`src/rtl/crc16_frame_pkg.sv`:
```
package crc16_frame_pkg;

    // Frame tracking states of the controller.
    typedef enum logic [1:0] {
        ST_IDLE = 2'd0,
        ST_OPEN = 2'd1,
        ST_DONE = 2'd2
    } frame_state_t;

endpackage

```
`src/rtl/crc16_byte_step.sv`:
```
// One-cycle parallel update of the CRC state over a whole data word.
module crc16_byte_step #(
    parameter int                 CRC_W  = 16,
    parameter int                 DATA_W = 8,
    parameter logic [CRC_W-1:0]   POLY   = 16'h8005,
    parameter bit                 REFIN  = 1'b1
) (
    input  logic [CRC_W-1:0]  state_i,
    input  logic [DATA_W-1:0] data_i,
    output logic [CRC_W-1:0]  state_o
);
    localparam int TOP = CRC_W - 1;

    logic [DATA_W-1:0] data_ord;

    // Present bits in the order they are shifted in, MSB of data_ord first.
    generate
        if (REFIN) begin : g_refin
            for (genvar b = 0; b < DATA_W; b++) begin : g_rev
                assign data_ord[b] = data_i[DATA_W-1-b];
            end
        end else begin : g_norm
            assign data_ord = data_i;
        end
    endgenerate

    // Unrolled shift network; collapses to a flat XOR tree per bit.
    always_comb begin
        logic [CRC_W-1:0] acc;
        logic             fb;
        acc = state_i;
        for (int i = 0; i < DATA_W; i++) begin
            fb  = acc[TOP] ^ data_ord[DATA_W-1-i];
            acc = {acc[TOP-1:0], 1'b0};
            if (fb) begin
                acc = acc ^ POLY;
            end
        end
        state_o = acc;
    end
endmodule

```
`src/rtl/crc16_seed_mux.sv`:
```
// Picks either the seed or the stored state as the update input.
module crc16_seed_mux #(
    parameter int               CRC_W = 16,
    parameter logic [CRC_W-1:0] SEED  = 16'hFFFF
) (
    input  logic             restart_i,
    input  logic [CRC_W-1:0] stored_i,
    output logic [CRC_W-1:0] base_o
);
    always_comb begin
        if (restart_i) begin
            base_o = SEED;
        end else begin
            base_o = stored_i;
        end
    end
endmodule

```
`src/rtl/crc16_out_map.sv`:
```
// Output path: optional bit reversal followed by a final XOR.
module crc16_out_map #(
    parameter int               CRC_W  = 16,
    parameter bit               REFOUT = 1'b1,
    parameter logic [CRC_W-1:0] XOROUT = 16'hFFFF
) (
    input  logic [CRC_W-1:0] state_i,
    output logic [CRC_W-1:0] crc_o
);
    logic [CRC_W-1:0] ordered;

    generate
        if (REFOUT) begin : g_refout
            for (genvar b = 0; b < CRC_W; b++) begin : g_rev
                assign ordered[b] = state_i[CRC_W-1-b];
            end
        end else begin : g_norm
            assign ordered = state_i;
        end
    endgenerate

    assign crc_o = ordered ^ XOROUT;
endmodule

```
`src/rtl/crc16_frame_ctrl.sv`:
```
// Frame controller: decides reseed, load and the result pulse.
module crc16_frame_ctrl
    import crc16_frame_pkg::*;
(
    input  logic clk,
    input  logic rst,
    input  logic en_i,
    input  logic sof_i,
    input  logic eof_i,
    output logic load_o,
    output logic restart_o,
    output logic valid_o
);
    frame_state_t state_q;
    frame_state_t state_d;

    // Next-state logic.
    always_comb begin
        state_d = state_q;
        unique case (state_q)
            ST_IDLE: begin
                if (en_i) begin
                    state_d = eof_i ? ST_DONE : ST_OPEN;   // start/step or finish
                end
            end
            ST_OPEN: begin
                if (en_i && eof_i) begin
                    state_d = ST_DONE;                     // finish
                end
            end
            ST_DONE: begin
                if (en_i) begin
                    state_d = eof_i ? ST_DONE : ST_OPEN;   // back-to-back frame
                end else begin
                    state_d = ST_IDLE;                     // release
                end
            end
            default: state_d = ST_IDLE;
        endcase
    end

    // State register.
    always_ff @(posedge clk) begin
        if (rst) begin
            state_q <= ST_IDLE;
        end else begin
            state_q <= state_d;
        end
    end

    // Outputs.
    always_comb begin
        load_o    = en_i;
        restart_o = en_i && sof_i;
        valid_o   = (state_q == ST_DONE);
    end

    // a result pulse is always caused by an enabled end-of-frame byte.
    p_valid_src_r5: assert property (@(posedge clk) disable iff (rst)
        valid_o |-> $past(en_i && eof_i));

    // with no enabled byte, the pulse lasts one cycle.
    p_release_r5: assert property (@(posedge clk) disable iff (rst)
        (valid_o && !en_i) |=> !valid_o);

    // a start byte without the end flag leaves a frame open.
    p_open_r4: assert property (@(posedge clk) disable iff (rst)
        (en_i && sof_i && !eof_i) |=> (state_q == ST_OPEN));

    // a cycle with no enabled byte never raises the pulse.
    p_ignore_r6: assert property (@(posedge clk) disable iff (rst)
        (!en_i && !valid_o) |=> !valid_o);
endmodule

```
`src/rtl/crc16_frame_engine.sv`:
```
// Top: byte-serial framed CRC-16 engine.
module crc16_frame_engine #(
    parameter int               CRC_W  = 16,
    parameter int               DATA_W = 8,
    parameter logic [CRC_W-1:0] POLY   = 16'h8005,
    parameter logic [CRC_W-1:0] SEED   = 16'hFFFF,
    parameter logic [CRC_W-1:0] XOROUT = 16'hFFFF,
    parameter bit               REFIN  = 1'b1,
    parameter bit               REFOUT = 1'b1
) (
    input  logic              clk,
    input  logic              rst,
    input  logic [DATA_W-1:0] byte_in,
    input  logic              byte_en,
    input  logic              sof,
    input  logic              eof,
    output logic [CRC_W-1:0]  crc_out,
    output logic              crc_valid
);
    logic [CRC_W-1:0] crc_q;
    logic [CRC_W-1:0] base;
    logic [CRC_W-1:0] next_state;
    logic             load;
    logic             restart;

    crc16_frame_ctrl u_ctrl (
        .clk       (clk),
        .rst       (rst),
        .en_i      (byte_en),
        .sof_i     (sof),
        .eof_i     (eof),
        .load_o    (load),
        .restart_o (restart),
        .valid_o   (crc_valid)
    );

    crc16_seed_mux #(.CRC_W(CRC_W), .SEED(SEED)) u_mux (
        .restart_i (restart),
        .stored_i  (crc_q),
        .base_o    (base)
    );

    crc16_byte_step #(
        .CRC_W (CRC_W), .DATA_W(DATA_W), .POLY(POLY), .REFIN(REFIN)
    ) u_step (
        .state_i (base),
        .data_i  (byte_in),
        .state_o (next_state)
    );

    // Raw state register; no reversal or inversion in the feedback loop.
    always_ff @(posedge clk) begin
        if (rst) begin
            crc_q <= SEED;
        end else if (load) begin
            crc_q <= next_state;
        end
    end

    crc16_out_map #(.CRC_W(CRC_W), .REFOUT(REFOUT), .XOROUT(XOROUT)) u_out (
        .state_i (crc_q),
        .crc_o   (crc_out)
    );

    // leaving reset, the state holds the seed and no pulse is shown.
    p_reset_seed_r1: assert property (@(posedge clk)
        $fell(rst) |-> (crc_q == SEED && !crc_valid));

    // with no enabled byte, the state and the output are frozen.
    p_hold_r3: assert property (@(posedge clk) disable iff (rst)
        !byte_en |=> ($stable(crc_q) && $stable(crc_out)));
endmodule

```
`config.mk`:
```
export PLATFORM = sky130hd
export DESIGN_NAME = crc16_frame_engine
export DESIGN_NICKNAME = d
export VERILOG_FILES = /design/src/rtl/crc16_frame_pkg.sv /design/src/rtl/crc16_byte_step.sv /design/src/rtl/crc16_seed_mux.sv /design/src/rtl/crc16_out_map.sv /design/src/rtl/crc16_frame_ctrl.sv /design/src/rtl/crc16_frame_engine.sv
export SDC_FILE = /design/constraint.sdc
export NUM_CORES = 1
export LEC_CHECK = 0
export BUFFER_PORTS_ARGS = -buffer_cell sky130_fd_sc_hd__clkbuf_2
export CORE_MARGIN = 1
export CORE_UTILIZATION = 37
export CTS_BUF_LIST = sky130_fd_sc_hd__clkbuf_4 sky130_fd_sc_hd__clkbuf_8
export CTS_CLUSTER_DIAMETER = 150
export DETAILED_ROUTE_END_ITERATION = 8
export SLEW_MARGIN = 30
export SYNTH_ARGS = -nofsm -noshare
export SYNTH_HDL_FRONTEND = slang
export SYNTH_SLANG_ARGS = --single-unit
```
`constraint.sdc`:
```
create_clock -name clk -period 2.1 [get_ports clk]
set_input_delay 0.105 -clock clk [delete_from_list [all_inputs] [get_ports clk]]
set_output_delay 0.105 -clock clk [all_outputs]
set_load 0.01 [all_outputs]
```
==> summary.txt <==
Clocking
  – H-tree lvl count: 1
  – # Post-CTS Setup Buffers: 0
  – Reg clk slew, reported paths: 110 ps
  – Clock Latency Late Sink: 300 ps
  – Max Root-Sink Buffers: 2
  – Num CTS Buffers: 3
  – Clock sinks: 18
  – Clock root buffer: clkbuf_4
  – CTS tree: done
  – Hold Buf Count CTS: 0

Routing
  – Pre-Repair DR Iteration Count: 4
  – Via Count: 1011
  – ANT nets after route: 0
  – Routed vias/inst: 5.03
  – DRT iter0 DRCs: 27
  – # DRC: 0
  – Post-Route WL: 2.58 mm
  – Routed wire per std cell: 12.8 um

Power and ir drop
  – Worst vdd ir: 0.402 mV
  – PD cells: 706 nW/um^2
  – LEAKAGE: 0.692 nW

Timing
  – Least-Margin Pin Slew: 422 ps
  – Setup TNS Final: 0 ps
  – Final hold vios: 0
  – Hold_ws: 40.2 ps
  – Fmax: 0.492 GHz
  – Final critical-path required period: 2030 ps
  – Slew Limit Fails: 0
  – Clock Skews: 6.65 ps
  – Final Cycle Share: 96.8%
  – Final setup violating endpoints: 0
  – Relative slew slack: 71.8%

Layout
  – Fillers: 287
  – Commonest non-fill, non-tap cell in the layout: clkbuf_2
  – Layout cells sized above 1: 31.2%
  – Most frequent cells in the layout: clkbuf_2 (29), inv_1 (18), xnor2_1 (17)
  – Diode count: 0
  – Final net count: 184
  – Area Growth Syn to Fin: 24.1%
  – Finished Layout Cells: 201

Worst setup path
  – Worst path cell trace: xnor2_1 > or3_4 > o211a_1 > or4_4 > a2111oi_4 > a311oi_1
  – RR Startpoint: crc_q[11]
  – Crit end category: flip-flop
  – CP top delay family: simple AND/OR/NAND/NOR gates
  – R2R Setup Slk: 70 ps
  – Critical-path top delay cell: or4_4
  – WP data arrival: 2210 ps
  – Largest fanout on the critical path: 4
  – Crit-path max cell delay: 570 ps
  – Crit path capture: crc_q[15]
  – CP Launch Type: flip-flop
  – Buffers & Inverters on Critical Path: 0
  – Worst Path Required: 2270 ps
  – Critical path class: reg2reg
  – CP Depth: 6
  – Worst reg2reg path depth: 6
  – Reg2reg end: crc_q[15]
  – Crit. Startpoint: crc_q[11]

Logic synthesis
  – Synth async-reset ratio: 0%
  – Yosys cell types: 31
  – Syn Nets: 150
  – Synthesized cell area: 1100 um^2
  – Synth Instances: 137
  – Mean Syn Cell Area: 8.01 um^2
  – Main synth FF type: dfxtp_1
  – Number of synthesized flops with an enable pin: 0
  – Synth Warn #: 0
  – Register area share after synthesis: 32.8%
  – FF+latch count, synth: 18

Placed design
  – Port Buffers: 29
  – Placed insts: 197
  – Routability cong.: 0.880
  – Detailed Place HPWL: 2.00 mm

Global routing
  – Global-route wire length before repair: 4.31 mm
  – M1 GR Usage: 21.6%
  – Most utilized layer in the global route result: met2
  – M2 GR Usage: 29.1%
  – Overflow after GRT: 0
  – Largest net degree at the start of global routing: 18
  – Gr usage total: 17.3%
  – Vias in the first global route: 963
  – Initial antenna violation count: 0
  – M3 GR Usage: 2.53%

Floorplanning
  – Die Y: 56.5 um
  – Die width: 56.5 um
  – Row count: 19
  – IO Pins: 30
  – Core ar.: 2780 um^2
  – Die ar.: 3190 um^2
  – Initial Utilization: 39.5%

Worst hold path
  – WHS Path Cells: 2
  – Hold/Removal Path Class: in2reg

Status
  – Run status: complete, no violations

Run
  – MaxCap Viol Count: 0
-- synthesized netlist by cell type, types with 2 or more instances --
| cell type | instances | area, um^2 |
|---|---|---|
| a211oi_1 | 2 | 15.0 |
| a21oi_1 | 4 | 20.0 |
| and3_1 | 3 | 18.8 |
| buf_6 | 2 | 22.5 |
| clkbuf_1 | 3 | 11.3 |
| dfxtp_1 | 18 | 360 |
| inv_1 | 18 | 67.6 |
| nand2_1 | 12 | 45.0 |
| nand3_1 | 3 | 15.0 |
| nor2_1 | 8 | 30.0 |
| nor3_1 | 2 | 10.0 |
| o211a_1 | 2 | 20.0 |
| o211ai_1 | 7 | 52.6 |
| o21ai_0 | 8 | 40.0 |
| or3_1 | 8 | 50.1 |
| xnor2_1 | 17 | 149 |
| xor2_1 | 6 | 52.6 |
-- worst min-delay path by stage --
stage / start / slack [ps] / end
2_1_floorplan: rst / 200 / crc_q[6]
3_3_place_gp: eof / 350 / u_ctrl.state_q[1]
3_5_place_dp: eof / 360 / u_ctrl.state_q[1]
4_1_cts: eof / 30 / u_ctrl.state_q[1]
5_1_grt: eof / 50 / u_ctrl.state_q[1]
6_report: eof / 40 / u_ctrl.state_q[1]
-- timing repair --
action                                  in CTS  in global routing
pin swaps                                    0                  1
gates cloned                                 0                  0
gates resized for setup                      1                  6
endpoints found under the setup margin       1                  1
-- sequential cells by signal (all words and copies together) (netlist names) --
name and cells:
u_ctrl.state_q 2, crc_q 16
-- area by class of cell --
| class | count | area (um^2) | area share [%] |
|---|---|---|---|
| sequential | 18 | 365 | 26.8 |
| timing repair buffer | 36 | 198 | 14.5 |
| clock buffer | 4 | 36.3 | 2.67 |
| inverter | 18 | 67.6 | 4.96 |
| tap | 31 | 38.8 | 2.85 |
| multi-input combinational | 94 | 656 | 48.2 |
-- metrics by stage --
| stage | instance area [um^2] | total power [mW] | util [%] | setup WS (ps) |
|---|---|---|---|---|
| after CTS | 1350 | 0.962 | 48.4 | 5.15 |
| after global placement | 1310 | 0.731 | 47.0 | 57.1 |
| final | 1360 | 0.961 | 48.9 | 66.6 |
| after global routing | 1360 | 1.02 | 48.9 | -5.49 |
| after floorplan | 1110 | 0.641 | - | 17.4 |
| after detailed placement | 1310 | 0.737 | 47.0 | 13.3 |
-- per-layer routing --
layer / wire, um / part of all wire (%)
met1: 1140 / 44
met2: 1270 / 49
met3: 136 / 5.3
met4: 37 / 1.4
met5: 0 / 0
-- where the power goes --
group          total [mW]  switching, mW  leakage, nW  internal [mW]
Sequential          0.401         0.0258        0.147          0.375
Combinational       0.335          0.178        0.523          0.158
Clock               0.225          0.119       0.0210          0.106
Total               0.961          0.323        0.692          0.638
-- cells by family after synthesis --
kind of cell	share of synthesized area [%]
AND/OR/NAND/NOR	20.0
AO/OA/AOI/OAI	18.7
XOR/XNOR	18.4
buffers and inverters	10.1
flip-flops	32.8
Note: power is estimated with default switching activity, not from simulation.
